--- config.mk ---
export PLATFORM = sky130hd
export DESIGN_NAME = simd_lane_unit
export DESIGN_NICKNAME = d
export VERILOG_FILES = /design/src/rtl/simd_lane_pkg.sv /design/src/rtl/lane_addsub.sv /design/src/rtl/lane_mask.sv /design/src/rtl/lane_bcast.sv /design/src/rtl/simd_lane_unit.sv
export SDC_FILE = /design/constraint.sdc
export NUM_CORES = 1
export LEC_CHECK = 0
export BUFFER_PORTS_ARGS = -buffer_cell sky130_fd_sc_hd__buf_2
export CORE_MARGIN = 5
export CORE_UTILIZATION = 40
export DETAILED_ROUTE_END_ITERATION = 8
export SETUP_SLACK_MARGIN = 0.2
export SYNTH_ARGS = -nofsm -noshare
export SYNTH_HDL_FRONTEND = slang
export SYNTH_SLANG_ARGS = --single-unit
--- constraint.sdc ---
create_clock -name clk -period 11.9 [get_ports clk]
set_input_delay 0.595 -clock clk [delete_from_list [all_inputs] [get_ports clk]]
set_output_delay 0.595 -clock clk [all_outputs]
set_load 0.03 [all_outputs]
--- src/rtl/simd_lane_pkg.sv ---
package simd_lane_pkg;
   typedef enum logic [2:0] {
      OP_ADD  = 3'd0,
      OP_SUB  = 3'd1,
      OP_TST  = 3'd2,
      OP_CEQ  = 3'd3,
      OP_BSL  = 3'd4,
      OP_NOT  = 3'd5,
      OP_DUP  = 3'd6,
      OP_PASS = 3'd7
   } simd_op_e;

   typedef enum logic [1:0] {
      LS_B8  = 2'd0,
      LS_H16 = 2'd1,
      LS_W32 = 2'd2,
      LS_RSV = 2'd3
   } lane_size_e;
endpackage

--- src/rtl/lane_addsub.sv ---
module lane_addsub
   import simd_lane_pkg::*;
#(
   parameter int VW = 128
) (
   input  logic [VW-1:0] a,
   input  logic [VW-1:0] b,
   input  logic          sub,
   input  lane_size_e    size,
   output logic [VW-1:0] sum
);
   localparam int NB = VW / 8;

   logic [NB-1:0] co;
   logic [VW-1:0] bx;

   assign bx = b ^ {VW{sub}};

   generate
      for (genvar i = 0; i < NB; i++) begin : g_byte
         localparam bit AT2 = (i % 2) == 0;
         localparam bit AT4 = (i % 4) == 0;
         logic lane_start;
         logic cin;
         assign lane_start = (size == LS_B8) || ((size == LS_H16) && AT2) || AT4;
         if (i == 0) begin : g_first
            assign cin = sub;
         end else begin : g_rest
            assign cin = lane_start ? sub : co[i-1];
         end
         if (i == NB - 1) begin : g_top
            assign sum[8*i +: 8] = a[8*i +: 8] + bx[8*i +: 8] + {7'd0, cin};
            assign co[i] = 1'b0;
         end else begin : g_mid
            logic [8:0] s9;
            assign s9 = {1'b0, a[8*i +: 8]} + {1'b0, bx[8*i +: 8]} + {8'd0, cin};
            assign sum[8*i +: 8] = s9[7:0];
            assign co[i] = s9[8];
         end
      end
   endgenerate
endmodule

--- src/rtl/lane_mask.sv ---
module lane_mask
   import simd_lane_pkg::*;
#(
   parameter int VW = 128
) (
   input  logic [VW-1:0] a,
   input  logic [VW-1:0] b,
   input  logic          is_eq,
   input  lane_size_e    size,
   output logic [VW-1:0] mask
);
   localparam int NB = VW / 8;

   logic [NB-1:0] hit;

   generate
      for (genvar i = 0; i < NB; i++) begin : g_flag
         assign hit[i] = is_eq ? (a[8*i +: 8] == b[8*i +: 8])
                               : (|(a[8*i +: 8] & b[8*i +: 8]));
      end
      for (genvar i = 0; i < NB; i++) begin : g_lane
         localparam int P = i - (i % 2);
         localparam int Q = i - (i % 4);
         logic pair_hit, quad_hit, sel;
         assign pair_hit = is_eq ? (&hit[P +: 2]) : (|hit[P +: 2]);
         assign quad_hit = is_eq ? (&hit[Q +: 4]) : (|hit[Q +: 4]);
         always_comb begin
            case (size)
               LS_B8:   sel = hit[i];
               LS_H16:  sel = pair_hit;
               default: sel = quad_hit;
            endcase
         end
         assign mask[8*i +: 8] = {8{sel}};
      end
   endgenerate
endmodule

--- src/rtl/lane_bcast.sv ---
module lane_bcast
   import simd_lane_pkg::*;
#(
   parameter int VW = 128
) (
   input  logic [31:0]   scalar,
   input  lane_size_e    size,
   output logic [VW-1:0] vec
);
   localparam int NW = VW / 32;

   logic [31:0] word;

   always_comb begin
      case (size)
         LS_B8:   word = {4{scalar[7:0]}};
         LS_H16:  word = {2{scalar[15:0]}};
         default: word = scalar;
      endcase
   end

   generate
      for (genvar w = 0; w < NW; w++) begin : g_word
         assign vec[32*w +: 32] = word;
      end
   endgenerate
endmodule

--- src/rtl/simd_lane_unit.sv ---
module simd_lane_unit
   import simd_lane_pkg::*;
#(
   parameter int VW = 128
) (
   input  logic          clk,
   input  logic          rst,
   input  logic          in_valid,
   input  logic [2:0]    op,
   input  logic [1:0]    lane_size,
   input  logic [VW-1:0] opnd_n,
   input  logic [VW-1:0] opnd_m,
   input  logic [VW-1:0] dest_old,
   input  logic [31:0]   scalar,
   output logic          out_valid,
   output logic [VW-1:0] result,
   output logic          illegal
);
   generate
      if ((VW % 32) != 0 || VW < 32) begin : g_bad_width
         $error("simd_lane_unit: VW must be a nonzero multiple of 32");
      end
   endgenerate

   simd_op_e   op_e;
   lane_size_e sz;
   logic [VW-1:0] arith, tmask, bcast, nxt;
   logic          rsv;

   assign op_e = simd_op_e'(op);
   assign sz   = lane_size_e'(lane_size);
   assign rsv  = (sz == LS_RSV);

   lane_addsub #(.VW(VW)) i_addsub (
      .a(opnd_n), .b(opnd_m), .sub(op_e == OP_SUB), .size(sz), .sum(arith)
   );

   lane_mask #(.VW(VW)) i_mask (
      .a(opnd_n), .b(opnd_m), .is_eq(op_e == OP_CEQ), .size(sz), .mask(tmask)
   );

   lane_bcast #(.VW(VW)) i_bcast (
      .scalar(scalar), .size(sz), .vec(bcast)
   );

   always_comb begin
      if (rsv) begin
         nxt = opnd_n;
      end else begin
         case (op_e)
            OP_ADD, OP_SUB: nxt = arith;
            OP_TST, OP_CEQ: nxt = tmask;
            OP_BSL:         nxt = (dest_old & opnd_n) | (~dest_old & opnd_m);
            OP_NOT:         nxt = ~opnd_m;
            OP_DUP:         nxt = bcast;
            default:        nxt = opnd_n;
         endcase
      end
   end

   always_ff @(posedge clk) begin
      if (rst) begin
         result    <= '0;
         out_valid <= 1'b0;
         illegal   <= 1'b0;
      end else begin
         out_valid <= in_valid;
         illegal   <= in_valid && rsv;
         if (in_valid) result <= nxt;
      end
   end


   valid_follow_chk: assert property (@(posedge clk) disable iff (rst)
      in_valid |=> out_valid);

   idle_hold_chk: assert property (@(posedge clk) disable iff (rst)
      !in_valid |=> (!out_valid && $stable(result)));

   rsv_pass_chk: assert property (@(posedge clk) disable iff (rst)
      (in_valid && lane_size == 2'd3) |=> (illegal && result == $past(opnd_n)));

   illegal_only_valid_chk: assert property (@(posedge clk) disable iff (rst)
      illegal |-> out_valid);

   low_byte_add_chk: assert property (@(posedge clk) disable iff (rst)
      (in_valid && op == 3'd0 && lane_size != 2'd3) |=>
      (result[7:0] == $past(opnd_n[7:0]) + $past(opnd_m[7:0])));

   invert_chk: assert property (@(posedge clk) disable iff (rst)
      (in_valid && op == 3'd5 && lane_size != 2'd3) |=> (result == ~$past(opnd_m)));
endmodule

---- Word-level counts from Yosys, hierarchy flattened ----
Cells that the tools add are included.
operators by class
  mux-type cells .......................... 59
  shift operators ......................... 0
  add/sub/neg operators ................... 32
  bitwise gates (word level) .............. 22
  reduce and logical (&&, ||, !) cells .... 46
  div/mod/pow operators ................... 0
  magnitude comparators ................... 0
  equality and inequality tests ........... 24
  multipliers ............................. 0
operators by type and width
  operator                                                          count
  128-bit case mux with 5 select lines                              1
  128-bit bitwise AND                                               2
  128-bit inverter                                                  2
  8-bit bitwise AND                                                 16
  8-bit == test                                                     16
  128-bit two-way mux                                               1
  128-bit OR                                                        1
  8-bit OR reduction                                                16
  128-bit bitwise XOR                                               1
  8-bit by 8-bit adder with 9-bit output                            12
  9-bit by 1-bit adder with 9-bit output                            12
  32-bit case mux with 2 select lines                               1
  1-bit two-way mux                                                 40
  8-bit by 1-bit adder with 8-bit output                            4
  8-bit adder                                                       4
  1-bit case mux with 2 select lines                                16
  2-bit OR reduction                                                10
  2-bit AND reduction                                               8
  4-bit AND reduction                                               4
  4-bit OR reduction                                                4
  3-bit == test (second input constant)                             3
  3-bit by 2-bit == test with 1-bit output (second input constant)  2
  3-bit by 1-bit == test with 1-bit output (second input constant)  1
  3-bit zero test                                                   1
  5 further kinds                                                   5
storage, ports and cells
  bits in registers ....................... 130
  memories ................................ 0
  latch bits .............................. 0
  bits in read-only memories .............. 0
  memory bits (writable) .................. 0
  output and inout port bits .............. 130

---- Depth between registers and ports, before layout ----
Gate-level depths: netlist of run 1.
  depth in word-level cells ............... 12
  gate-level depth with buffers ........... 39
  depth with buffers taken out ............ 34

---- Modules after synthesis ----
A second synthesis of run 1 with hierarchy kept.
unflattened totals
  cells, all modules ...................... 2836
  area, all modules ....................... 23339.9 um^2
modules (own cells, without submodules)
  module          cells each  seq. area each (um^2)  area each (um^2)  instances
  simd_lane_unit  1397        2602.5                 11952.7           1
  lane_addsub     843         0.0                    6457.4            1
  lane_mask       447         0.0                    3744.8            1
  lane_bcast      149         0.0                    1184.9            1

---- Least setup slack after synthesis of run 1 ----
No wires, ideal clock.
  kind .................................... input to register
  start ................................... in op[0]
  end ..................................... reg result[62]
  data required time ...................... 11.786 ns
  buffers on the path ..................... 5
  stages on the path ...................... 38
  data arrival time ....................... 8.728 ns
  library setup time ...................... 0.114 ns
  setup slack ............................. 3.058 ns
  path through ............................ buf_2 buf_2 buf_1 nand2_1 buf_2 buf_2 xnor2_1 fa_1 a21o_1 a21oi_1 o211ai_1 a21o_1 a211oi_1 nor2_1 fa_1 fa_1 a21o_1 a21oi_1 [... 2 more ...] o21ai_0 a31oi_1 fa_1 fa_1 a211oi_1 nor2_1 o21a_1 o21a_1 o21ai_0 a21oi_1 fa_1 fa_1 a211oi_1 or4b_2 a31oi_1 a211oi_1 a31oi_1 a21o_1
between the ends
  word-level cells in the longest chain between the ends .. 12
  elaborated cells on any way between the ends .. 34
ends and longest elaborated chain
  what                                      line                                        text
  start, declared                           simd_lane_unit.sv:9                         input logic [2:0] op,
  3-bit by 1-bit == test with 1-bit output  simd_lane_unit.sv:35, simd_lane_unit.sv:50
  128-bit bitwise XOR                       lane_addsub.sv:17                           assign bx = b ^ {VW{sub}};
  8-bit by 8-bit adder with 9-bit output    lane_addsub.sv:36                           assign s9 = {1'b0, a[8*i +: 8]} + {1'b0, bx[8*i +: 8]} + {8'd0, cin};
  9-bit by 1-bit adder with 9-bit output    lane_addsub.sv:36
  1-bit two-way mux                         lane_addsub.sv:29                           assign cin = lane_start ? sub : co[i-1];
  9-bit by 1-bit adder with 9-bit output    lane_addsub.sv:36
  1-bit two-way mux                         lane_addsub.sv:29
  9-bit by 1-bit adder with 9-bit output    lane_addsub.sv:36
  1-bit two-way mux                         lane_addsub.sv:29
  8-bit by 1-bit adder with 8-bit output    lane_addsub.sv:36
  128-bit case mux with 5 select lines (*)  simd_lane_unit.sv:50                        case (op_e)
  128-bit two-way mux (*)                   simd_lane_unit.sv:47                        if (rsv) begin
  end signal, assigned                      simd_lane_unit.sv:69                        if (in_valid) result <= nxt;
  end, declared                             simd_lane_unit.sv:16                        output logic [VW-1:0] result,
Mark *: on every way between the ends. The rest lies on a longest branch, timed or not.
A chain may end at the register's enable or synchronous reset.

---- Worst setup path in the final report of run 1 ----
Same ends and word-level chain as after synthesis.

==> results.json, run 1 <==
{
  "layout.cells.non_filler": 3688,
  "worst_slew_pin_slew_ps": 1190,
  "port_buffers": 553,
  "final_common_cell": "buf_2",
  "ys_warn_count": 0,
  "drv_cap": 0,
  "antenna_found_initial": 14,
  "power_mw": 2.23,
  "rows": 81,
  "synth_cell_types": 92,
  "power.leakage_nw": 10.2,
  "synth_nets": 3223,
  "start_util_pct": 40.3,
  "worst-setup-path-type": "in2reg",
  "ys_seq_elements": 130,
  "cts.clk_slew.worst_paths_ps": 60,
  "holdBufCountCts": 0,
  "drt-wirelength-per-cell_um": 27.4,
  "grt_pass1_wl_mm": 147,
  "fmax_ghz": 0.109,
  "slew_violations": 0,
  "finish.net_count": 3692,
  "seq_area_frac_synth_pct": 13.3,
  "dp_cells": 3649,
  "synth_edf_count": 0,
  "drive_above_1_share_pct": 23.5,
  "whs_ps": 426,
  "required_ps": 12300,
  "io_pins": 554,
  "status": "completed",
  "dpl_cell_area_mm2": 0.0230,
  "cts_buffer_depth": 2,
  "r2r_slack_ps": 10470,
  "crit_path_frequent_cell": "fa_1",
  "drc_errors": 0,
  "stdcell_area_mm2": 0.0236,
  "hpwl_mm": 77.3,
  "startpoint_type": "input pin",
  "fin_setup_tns_ps": 0,
  "min_path_type": "in2reg",
  "grt_max_degree": 73,
  "wl_mm": 101,
  "routed-via-count": 23600,
  "area_growth_pct": 20.2,
  "htree_levels": 4,
  "grt_pass1_vias": 22800,
  "die_w_um": 232,
  "drt-pass1-iter-count": 6,
  "post-route-period-util_pct": 76.9,
  "max_slew_margin_pct": 20.7,
  "syn_area_per_cell_um2": 7.74,
  "insertion_delay_ps": 510,
  "final_cell_mix": "buf_2 (552), ha_1 (236), o21ai_0 (226)",
  "post-place-ws_ps": 2330,
  "cp_max_fo": 41,
  "peakVddDrop_uv": 69.7,
  "cts_buffers": 17,
  "cts_tree": "done",
  "rsz0062_at_grt": "false",
  "synth_area_leaders": "ha_1 (15%), dfxtp_1 (13%), a211oi_1 (7.3%)",
  "worst_slack_ps": 2750,
  "final.min_clock_period_ps": 9150,
  "core_area_mm2": 0.0487,
  "postCtsSetupBuffers": 0,
  "yosys.area.top_type_share_pct": 15.0,
  "synthCells": 2535,
  "first_iter_violations": 2577,
  "die_y_um": 232,
  "overflow": 0,
  "hold_violations": 0,
  "dieArea_mm2": 0.0536,
  "cts.sinks": 130,
  "skew_ps": 0,
  "crit_slowest_cell": "buf_4",
  "grtUsageTotal_pct": 36.0,
  "setup_viol": 0,
  "clock-root-buffer": "clkbuf_16",
  "ys.flop_type": "dfxtp_1",
  "critPathMaxStageDelay_ps": 630,
  "syn_area_mm2": 0.0196,
  "synth_top_area_cell": "ha_1",
  "power_density_mw_per_mm2": 94.3,
  "post-route-util_pct": 48.4,
  "async_flop_share_pct": 0,
  "place_congestion": 0.955,
  "cp-end-kind": "flip-flop",
  "cts.repair.resized": 0,
  "crit_arrival_ps": 9550,
  "via_per_inst": 6.40,
  "ant_nets": 0
}
[cell families after synthesis]
group	count (synthesis)	synth area share [%]
AND/OR/NAND/NOR	749	19.6
buffers and inverters	175	3.61
flip-flops	130	13.3
multiplexers	88	4.70
adder cells (fa/ha/maj)	264	17.9
XOR/XNOR	177	7.90
AO/OA/AOI/OAI	952	33.1
[cell usage after synthesis (6+ instances only)]
| cell type | instances |
|---|---|
| inv_1 | 28 |
| a221o_1 | 9 |
| o21ai_0 | 227 |
| or3_1 | 42 |
| a22oi_1 | 8 |
| nand4_1 | 11 |
| a211o_1 | 10 |
| buf_2 | 27 |
| o21a_1 | 24 |
| o311ai_4 | 6 |
| or4_1 | 31 |
| nor3_1 | 24 |
| a211oi_1 | 191 |
| fa_1 | 28 |
| o22ai_1 | 21 |
| nand3b_1 | 6 |
| a32oi_1 | 16 |
| o31ai_1 | 20 |
| ha_1 | 236 |
| xor2_1 | 22 |
| a21oi_1 | 165 |
| a2111oi_0 | 18 |
| nor3b_1 | 10 |
| nor2_1 | 199 |
| a31oi_1 | 47 |
| mux2i_1 | 54 |
| and3_1 | 11 |
| nand2_1 | 185 |
| xnor2_1 | 155 |
| nand2b_1 | 18 |
| and2_1 | 7 |
| buf_1 | 18 |
| a21boi_0 | 8 |
| o21ai_1 | 7 |
| a21o_1 | 50 |
| o211ai_1 | 22 |
| nand3_1 | 34 |
| mux2_2 | 34 |
| nor4_1 | 36 |
| o21bai_1 | 10 |
| nor2b_1 | 106 |
| clkbuf_1 | 97 |
| dfxtp_1 | 130 |
| a221oi_1 | 33 |
[area by class of cell]
| class | count | area (um^2) |
|---|---|---|
| multi-input combinational | 2230 | 16400 |
| clock buffer | 18 | 429 |
| tap | 664 | 831 |
| inverter | 29 | 109 |
| antenna | 7 | 17.5 |
| sequential | 130 | 2600 |
| timing repair buffer | 596 | 3100 |
| clock inverter | 14 | 141 |
| fill | 4946 | 25200 |
[power breakdown]
part / leakage (nW) / internal (mW) / switching, mW
Combinational: 8.82 / 0.426 / 0.725
Clock: 0.271 / 0.306 / 0.258
Sequential: 1.08 / 0.477 / 0.0335
Total: 10.2 / 1.21 / 1.02
[per-layer routing]
metal	vias up	GRT usage [%]	share of wire (%)
li1	10700	-	-
met1	11300	46.1	40
met2	1345	58.6	46
met3	258	7.48	9.1
met4	10	15.8	4.7
met5	-	0	0.060
[state kept, by name, summed over array words and instances, names as in the netlist]
name / flops
illegal: 1
result: 128
out_valid: 1
[worst paths after layout]
| check | from | end | cells past startpoint |
|---|---|---|---|
| setup / recovery | op[0] | result[62] | 34 |
| hold / removal | opnd_n[26] | result[26] | 2 |
| setup reg to reg | result[46] | result[46] | 4 |
| hold reg to reg | result[12] | result[12] | 1 |
[critical path: cells and delay by family]
family / cells / cell delay (ps)
compound gates: 20 / 3840
xor+xnor: 1 / 190
fa+ha+maj: 7 / 3120
buf+inv: 2 / 820
simple gates: 4 / 920
(Power assumes the default switching activity.)
==> run 2: changes to the inputs <==
--- a/config.mk
+++ b/config.mk
@@ -9,6 +9,7 @@
 export CORE_MARGIN = 5
 export CORE_UTILIZATION = 40
 export DETAILED_ROUTE_END_ITERATION = 8
+export PLACE_DENSITY = 0.66
 export SETUP_SLACK_MARGIN = 0.2
 export SYNTH_ARGS = -nofsm -noshare
 export SYNTH_HDL_FRONTEND = slang
==> constraint.sdc (replaced) <==
create_clock -name clk -period 7.7 [get_ports clk]
set_input_delay 0.385 -clock clk [delete_from_list [all_inputs] [get_ports clk]]
set_output_delay 0.385 -clock clk [all_outputs]
set_load 0.03 [all_outputs]
==> run 2 against run 1 <==
  * Sequential cell count unchanged
  * Worst setup slack worse by 2300 ps
  * Largest cell class unchanged
  * Critical endpoint is now result[126]
  * Clock-buffer cell count up 6
  * Cell area up 4.2%
  * Die area unchanged
  * Critical path type unchanged
  * Register-to-register slack worse by 4200 ps
  * Combinational power up 65%
  * Final cell count up 2.7%
  * Largest power group unchanged
  * Routed wire length up 0.79%
==> results.json, run 2 (same netlist as run 1, synthesis figures left out) <==
{
  "status": "completed",
  "peakVddDrop_uv": 169,
  "port_buffers": 553,
  "first_iter_violations": 2436,
  "drc_errors": 0,
  "cp-end-kind": "flip-flop",
  "rsz0062_at_grt": "false",
  "setup_viol": 0,
  "drt-wirelength-per-cell_um": 26.9,
  "largest-register": "result",
  "cts.sinks": 130,
  "holdBufCountCts": 0,
  "place_congestion": 0.975,
  "cts.clk_slew.worst_paths_ps": 60,
  "final.min_clock_period_ps": 7270,
  "p_sw_mw": 1.57,
  "crit_path_frequent_cell": "fa_2",
  "hold_depth": 2,
  "startpoint_type": "input pin",
  "cts_buffers": 17,
  "slew_violations": 0,
  "power_frac_clock_pct": 23.2,
  "grt_max_degree": 90,
  "area_growth_pct": 25.3,
  "cp_max_fo": 7,
  "dpl_cell_area_mm2": 0.0238,
  "dieArea_mm2": 0.0536,
  "die_w_um": 232,
  "insertion_delay_ps": 490,
  "io_pins": 554,
  "rr_startpoint": "result[46]",
  "final_cell_mix": "buf_2 (551), ha_1 (235), o21ai_0 (210)",
  "hpwl_mm": 77.6,
  "r2r_slack_ps": 6290,
  "seq_power_share_pct": 22.6,
  "reg2reg_depth": 4,
  "via_per_inst": 6.37,
  "rows": 81,
  "crit_arrival_ps": 7700,
  "wl_mm": 102,
  "min_path_type": "in2reg",
  "critPathMaxStageDelay_ps": 430,
  "clock-root-buffer": "clkbuf_16",
  "required_ps": 8130,
  "top_regs": "result: 128 flops, illegal: 1 flops, out_valid: 1 flops",
  "hp-start": "opnd_n[26]",
  "routed-via-count": 24100,
  "r2r-end": "result[46]",
  "hold_violations": 0,
  "worst-setup-path-type": "in2reg",
  "worst_slew_pin_slew_ps": 1300,
  "drive_above_1_share_pct": 27.9,
  "largest_reg_flops": 128,
  "power.share.switching_pct": 44.9,
  "die_y_um": 232,
  "antenna_found_initial": 10,
  "core_area_mm2": 0.0487,
  "pwr-share-comb_pct": 54.2,
  "ant_nets": 0,
  "finish.net_count": 3789,
  "cts_tree": "done",
  "crit_slowest_cell": "fa_2",
  "start_util_pct": 40.3,
  "cts_buffer_depth": 2,
  "grt_pass1_wl_mm": 148,
  "min_to": "result[26]",
  "power.leakage_nw": 10.6,
  "internal_power_mw": 1.93,
  "grtUsageTotal_pct": 36.1,
  "grt_pass1_vias": 23800,
  "stdcell_area_mm2": 0.0246,
  "post-route-period-util_pct": 94.4,
  "skew_ps": 0,
  "fmax_ghz": 0.138,
  "drt-pass1-iter-count": 5,
  "htree_levels": 4,
  "max_slew_margin_pct": 12.3,
  "power_density_mw_per_mm2": 142,
  "fin_setup_tns_ps": 0,
  "drv_cap": 0,
  "final_common_cell": "buf_2",
  "overflow": 0
}
-- run 2: cell types whose count changed in the layout (fill, tap and decap cells not counted), sizes merged --
cell      before  now
buf          596  693
clkinvlp       4    0
clkbuf        18   24
diode          7    9
bufinv         2    1
clkinv         9    7
-- run 2: worst max-delay path, delay by kind of cell --
family | cells | cell delay, ps
adder cells (fa/ha/maj) | 7 | 2850
AO/OA/AOI/OAI | 20 | 3120
AND/OR/NAND/NOR | 6 | 740
XOR/XNOR | 1 | 160
buffers and inverters | 3 | 430
-- run 2: layer usage --
layer  up-vias  track usage, %  share of wire [%]
li1      10900               -                  -
met3       292            8.20                9.2
met4         8            18.4                5.6
met5         -               0              0.060
met1     11700            44.0                 39
met2      1299            59.8                 46
-- run 2: per-stage QoR --
| stage | power [mW] | hold slack (ps) | worst slack, ps | instances | util [%] |
|---|---|---|---|---|---|
| 2_1_floorplan | 1.89 | 549 | -127 | 2535 | - |
| 3_3_place_gp | 2.61 | 439 | -201 | 3738 | 48.9 |
| 3_5_place_dp | 2.63 | 439 | -361 | 3738 | 48.9 |
| 4_1_cts | 3.45 | 183 | 209 | 3769 | 49.9 |
| 5_1_grt | 3.68 | 208 | 70.4 | 3780 | 50.4 |
| 6_report | 3.50 | 218 | 431 | 3786 | 50.4 |
-- run 2: repair_timing --
| action | CTS | global route |
|---|---|---|
| buffers inserted | 0 | 8 |
| gates resized for setup | 1 | 48 |
| pin swaps | 0 | 46 |
| setup endpoints to repair | 1 | 19 |
-- run 2: worst max path at each step --
stage / from / end / slack, ps / cells after the start
global route: op[1] / result[92] / 70 / 38
detailed placement: op[2] / result[126] / -360 / 37
global placement: op[2] / result[126] / -200 / 37
CTS: op[2] / result[126] / 210 / 37
finish: op[1] / result[126] / 430 / 37
floorplan: op[2] / result[60] / -130 / 39
-- run 2: cell type report --
cell class / instances / area, um^2
Antenna cell: 9 / 22.5
Clock buffer: 24 / 462
Clock inverter: 7 / 60.1
Fill cell: 4895 / 24200
Inverter: 29 / 109
Multi-Input combinational cell: 2230 / 16700
Sequential cell: 130 / 2600
Tap cell: 664 / 831
Timing Repair Buffer: 693 / 3840
-- run 2: power by group through the flow --
| stage | clock network [mW] | registers [mW] | logic (mW) |
|---|---|---|---|
| 6_report | 0.812 | 0.792 | 1.90 |
| 5_1_grt | 0.841 | 0.794 | 2.04 |
| 4_1_cts | 0.823 | 0.789 | 1.84 |
| 3_5_place_dp | 0 | 0.802 | 1.83 |
| 3_3_place_gp | 0 | 0.802 | 1.80 |
| 2_1_floorplan | 0 | 0.908 | 0.986 |
==> run 3: changes to the inputs <==
--- a/config.mk
+++ b/config.mk
@@ -7,10 +7,11 @@
 export LEC_CHECK = 0
 export BUFFER_PORTS_ARGS = -buffer_cell sky130_fd_sc_hd__buf_2
 export CORE_MARGIN = 5
-export CORE_UTILIZATION = 40
+export CORE_UTILIZATION = 43
 export DETAILED_ROUTE_END_ITERATION = 8
-export PLACE_DENSITY = 0.66
+export PLACE_DENSITY = 0.69
 export SETUP_SLACK_MARGIN = 0.2
 export SYNTH_ARGS = -nofsm -noshare
 export SYNTH_HDL_FRONTEND = slang
+export SYNTH_HIERARCHICAL = 1
 export SYNTH_SLANG_ARGS = --single-unit
==> run 3 against run 2 <==
  * Global-route usage is 4.5 points lower
  * Sequential power decreased by 2%
  * Worst setup slack gained 84 ps
  * Worst hold slack got worse by 20 ps
  * Routed wire length is 3.1% lower
  * Maximum frequency increased by 1.2%
  * Synthesized area rose by 19%
  * Power up 6.2%
==> results.json, run 3 <==
{
  "final_cell_mix": "buf_2 (548), ha_1 (236), nand2b_1 (231)",
  "wl_mm": 98.8,
  "worst-setup-path-type": "in2reg",
  "drive_above_1_share_pct": 28.6,
  "yosysMostFrequentCell": "buf_4",
  "min_path_type": "in2reg",
  "crit_path_frequent_cell": "fa_2",
  "die_w_um": 243,
  "cts_buffers": 17,
  "start_util_pct": 43.4,
  "power_mw": 3.72,
  "crit_slowest_cell": "fa_2",
  "die_y_um": 243,
  "cp_max_fo": 9,
  "rr_startpoint": "result[111]",
  "overflow": 0,
  "setup_viol": 0,
  "power_density_mw_per_mm2": 143,
  "seq_area_frac_synth_pct": 11.2,
  "power_frac_clock_pct": 24.5,
  "synthTopCellsByCount": "buf_4 (237), ha_1 (236), nand2b_1 (234), mux2i_1 (140), o221ai_1 (132)",
  "via_per_inst": 6.32,
  "worst_slack_ps": 515,
  "insertion_delay_ps": 490,
  "cts.clk_slew.worst_paths_ps": 70,
  "synth_area_leaders": "ha_1 (13%), dfxtp_1 (11%), buf_4 (7.6%)",
  "internal_power_mw": 2.11,
  "async_flop_share_pct": 0,
  "peakVddDrop_uv": 184,
  "ys.flop_type": "dfxtp_1",
  "top_usage_layer": "met2",
  "status": "completed",
  "rsz0062_at_grt": "true",
  "drc_errors": 0,
  "drv_cap": 0,
  "crit_start": "op[1]",
  "gr-usage-met2_pct": 50.3,
  "synth_top_area_cell": "ha_1",
  "drt-wirelength-per-cell_um": 26.0,
  "hpwl_mm": 73.3,
  "power.leakage_nw": 11.5,
  "first_iter_violations": 2023,
  "synth_nets": 3524,
  "ant_nets": 0,
  "slew_violations": 0,
  "power.share.switching_pct": 43.1,
  "grtUsageMet1_pct": 39.8,
  "io_pins": 554,
  "gr-usage-met3_pct": 8.76,
  "syn_area_per_cell_um2": 8.23,
  "cts_buffer_depth": 2,
  "ys_warn_count": 6,
  "port_buffers": 553,
  "skew_ps": 0,
  "largest_reg_flops": 128,
  "drt-pass1-iter-count": 5,
  "clock-root-buffer": "clkbuf_16",
  "grtUsageTotal_pct": 31.7,
  "grt_max_degree": 105,
  "top_regs": "result: 128 flops, illegal: 1 flops, out_valid: 1 flops",
  "synth_cell_types": 66,
  "final.min_clock_period_ps": 7180,
  "post-route-util_pct": 48.4,
  "area_growth_pct": 11.7,
  "fin_setup_tns_ps": 0,
  "hold_violations": 0,
  "seq_power_share_pct": 20.9,
  "finish.net_count": 3773,
  "antenna_found_initial": 17,
  "syn_area_mm2": 0.0233,
  "synthCells": 2836,
  "post-route-period-util_pct": 93.3,
  "yosys.area.top_type_share_pct": 12.7,
  "cp-end-kind": "flip-flop",
  "grt_pass1_wl_mm": 144,
  "required_ps": 8040,
  "max_slew_margin_pct": 17.9,
  "post-place-ws_ps": 5.78,
  "cts.sinks": 130,
  "startpoint_type": "input pin",
  "pwr-share-comb_pct": 54.6,
  "synth_edf_count": 0,
  "core_area_mm2": 0.0538,
  "p_sw_mw": 1.60,
  "dieArea_mm2": 0.0590,
  "routed-via-count": 24000,
  "crit_arrival_ps": 7520,
  "whs_ps": 198,
  "htree_levels": 4,
  "largest-register": "result",
  "fmax_ghz": 0.139,
  "hp-start": "opnd_n[22]",
  "final_common_cell": "buf_2",
  "ys_seq_elements": 130,
  "worst_slew_pin_slew_ps": 1230,
  "place_congestion": 0.932,
  "nFillCells": 5341,
  "rows": 85,
  "grt_pass1_vias": 22600,
  "r2r_slack_ps": 6970,
  "critPathMaxStageDelay_ps": 420,
  "cts_tree": "done"
}
run 3: changes by cell type after synthesis, sizes merged, moves of 128 or more:
cell	before	now
buf	49	308
o221ai	4	132
nand2b	18	234
a211oi	191	0
a21oi	166	30
o21ai	234	53
run 3: final cells by class:
cell class,instances,area [um^2],area share [%]
multi-input combinational,2187,18000,69.0
timing repair buffer,658,3640,14.0
sequential,130,2600,9.98
tap,696,871,3.34
clock buffer,25,495,1.90
inverter,91,342,1.31
clock inverter,5,100,0.384
antenna,6,15.0,0.0576
run 3: logic make-up after synthesis:
family	Yosys count	synth area share, %
xor+xnor	200	7.51
simple gates	830	21.2
flops	130	11.2
buf+inv	519	12.7
compound gates	636	20.7
mux	257	11.7
fa+ha+maj	264	15.1
run 3: power groups by stage:
stage | sequential (mW) | clock [mW] | combinational, mW
2_1_floorplan | 0.910 | 0 | 1.32
3_3_place_gp | 0.787 | 0 | 1.96
3_5_place_dp | 0.789 | 0 | 1.98
4_1_cts | 0.774 | 0.921 | 1.99
5_1_grt | 0.781 | 0.942 | 2.20
6_report | 0.775 | 0.911 | 2.03
run 3: metal layers:
| metal | share of wire, % | routed length [um] |
|---|---|---|
| met3 | 9.6 | 9440 |
| met1 | 40 | 40000 |
| met2 | 45 | 44200 |
| met4 | 5.2 | 5120 |
| met5 | 0.058 | 57 |
run 3: worst max-delay path: cells and delay by family:
kind                       cells  cell delay, ps
and+or+nand+nor                8             970
xor gates and xnor gates       1             170
muxes                          1             140
buffers and inverters          4             500
AOI/OAI and AO/OA             17            2770
adders and majority gates      7            2590
run 3: through the flow:
stage          cells  cell area (um^2)
6_report        3798             26100
5_1_grt         3796             26100
4_1_cts         3778             25800
3_5_place_dp    3748             25200
3_3_place_gp    3748             25200
2_1_floorplan   2836             23400
run 3: path summary, 6_finish.rpt:
path	depth (start not counted)	to
worst max-delay path	38	result[30]
worst min-delay path	3	result[22]
worst max register to register	2	result[111]
worst min register to register	2	result[99]
run 3: what timing repair did:
action	CTS	global route
setup endpoints to repair	0	8
gates resized for setup	0	26
setup buffers	0	14
hold buffers	0	0
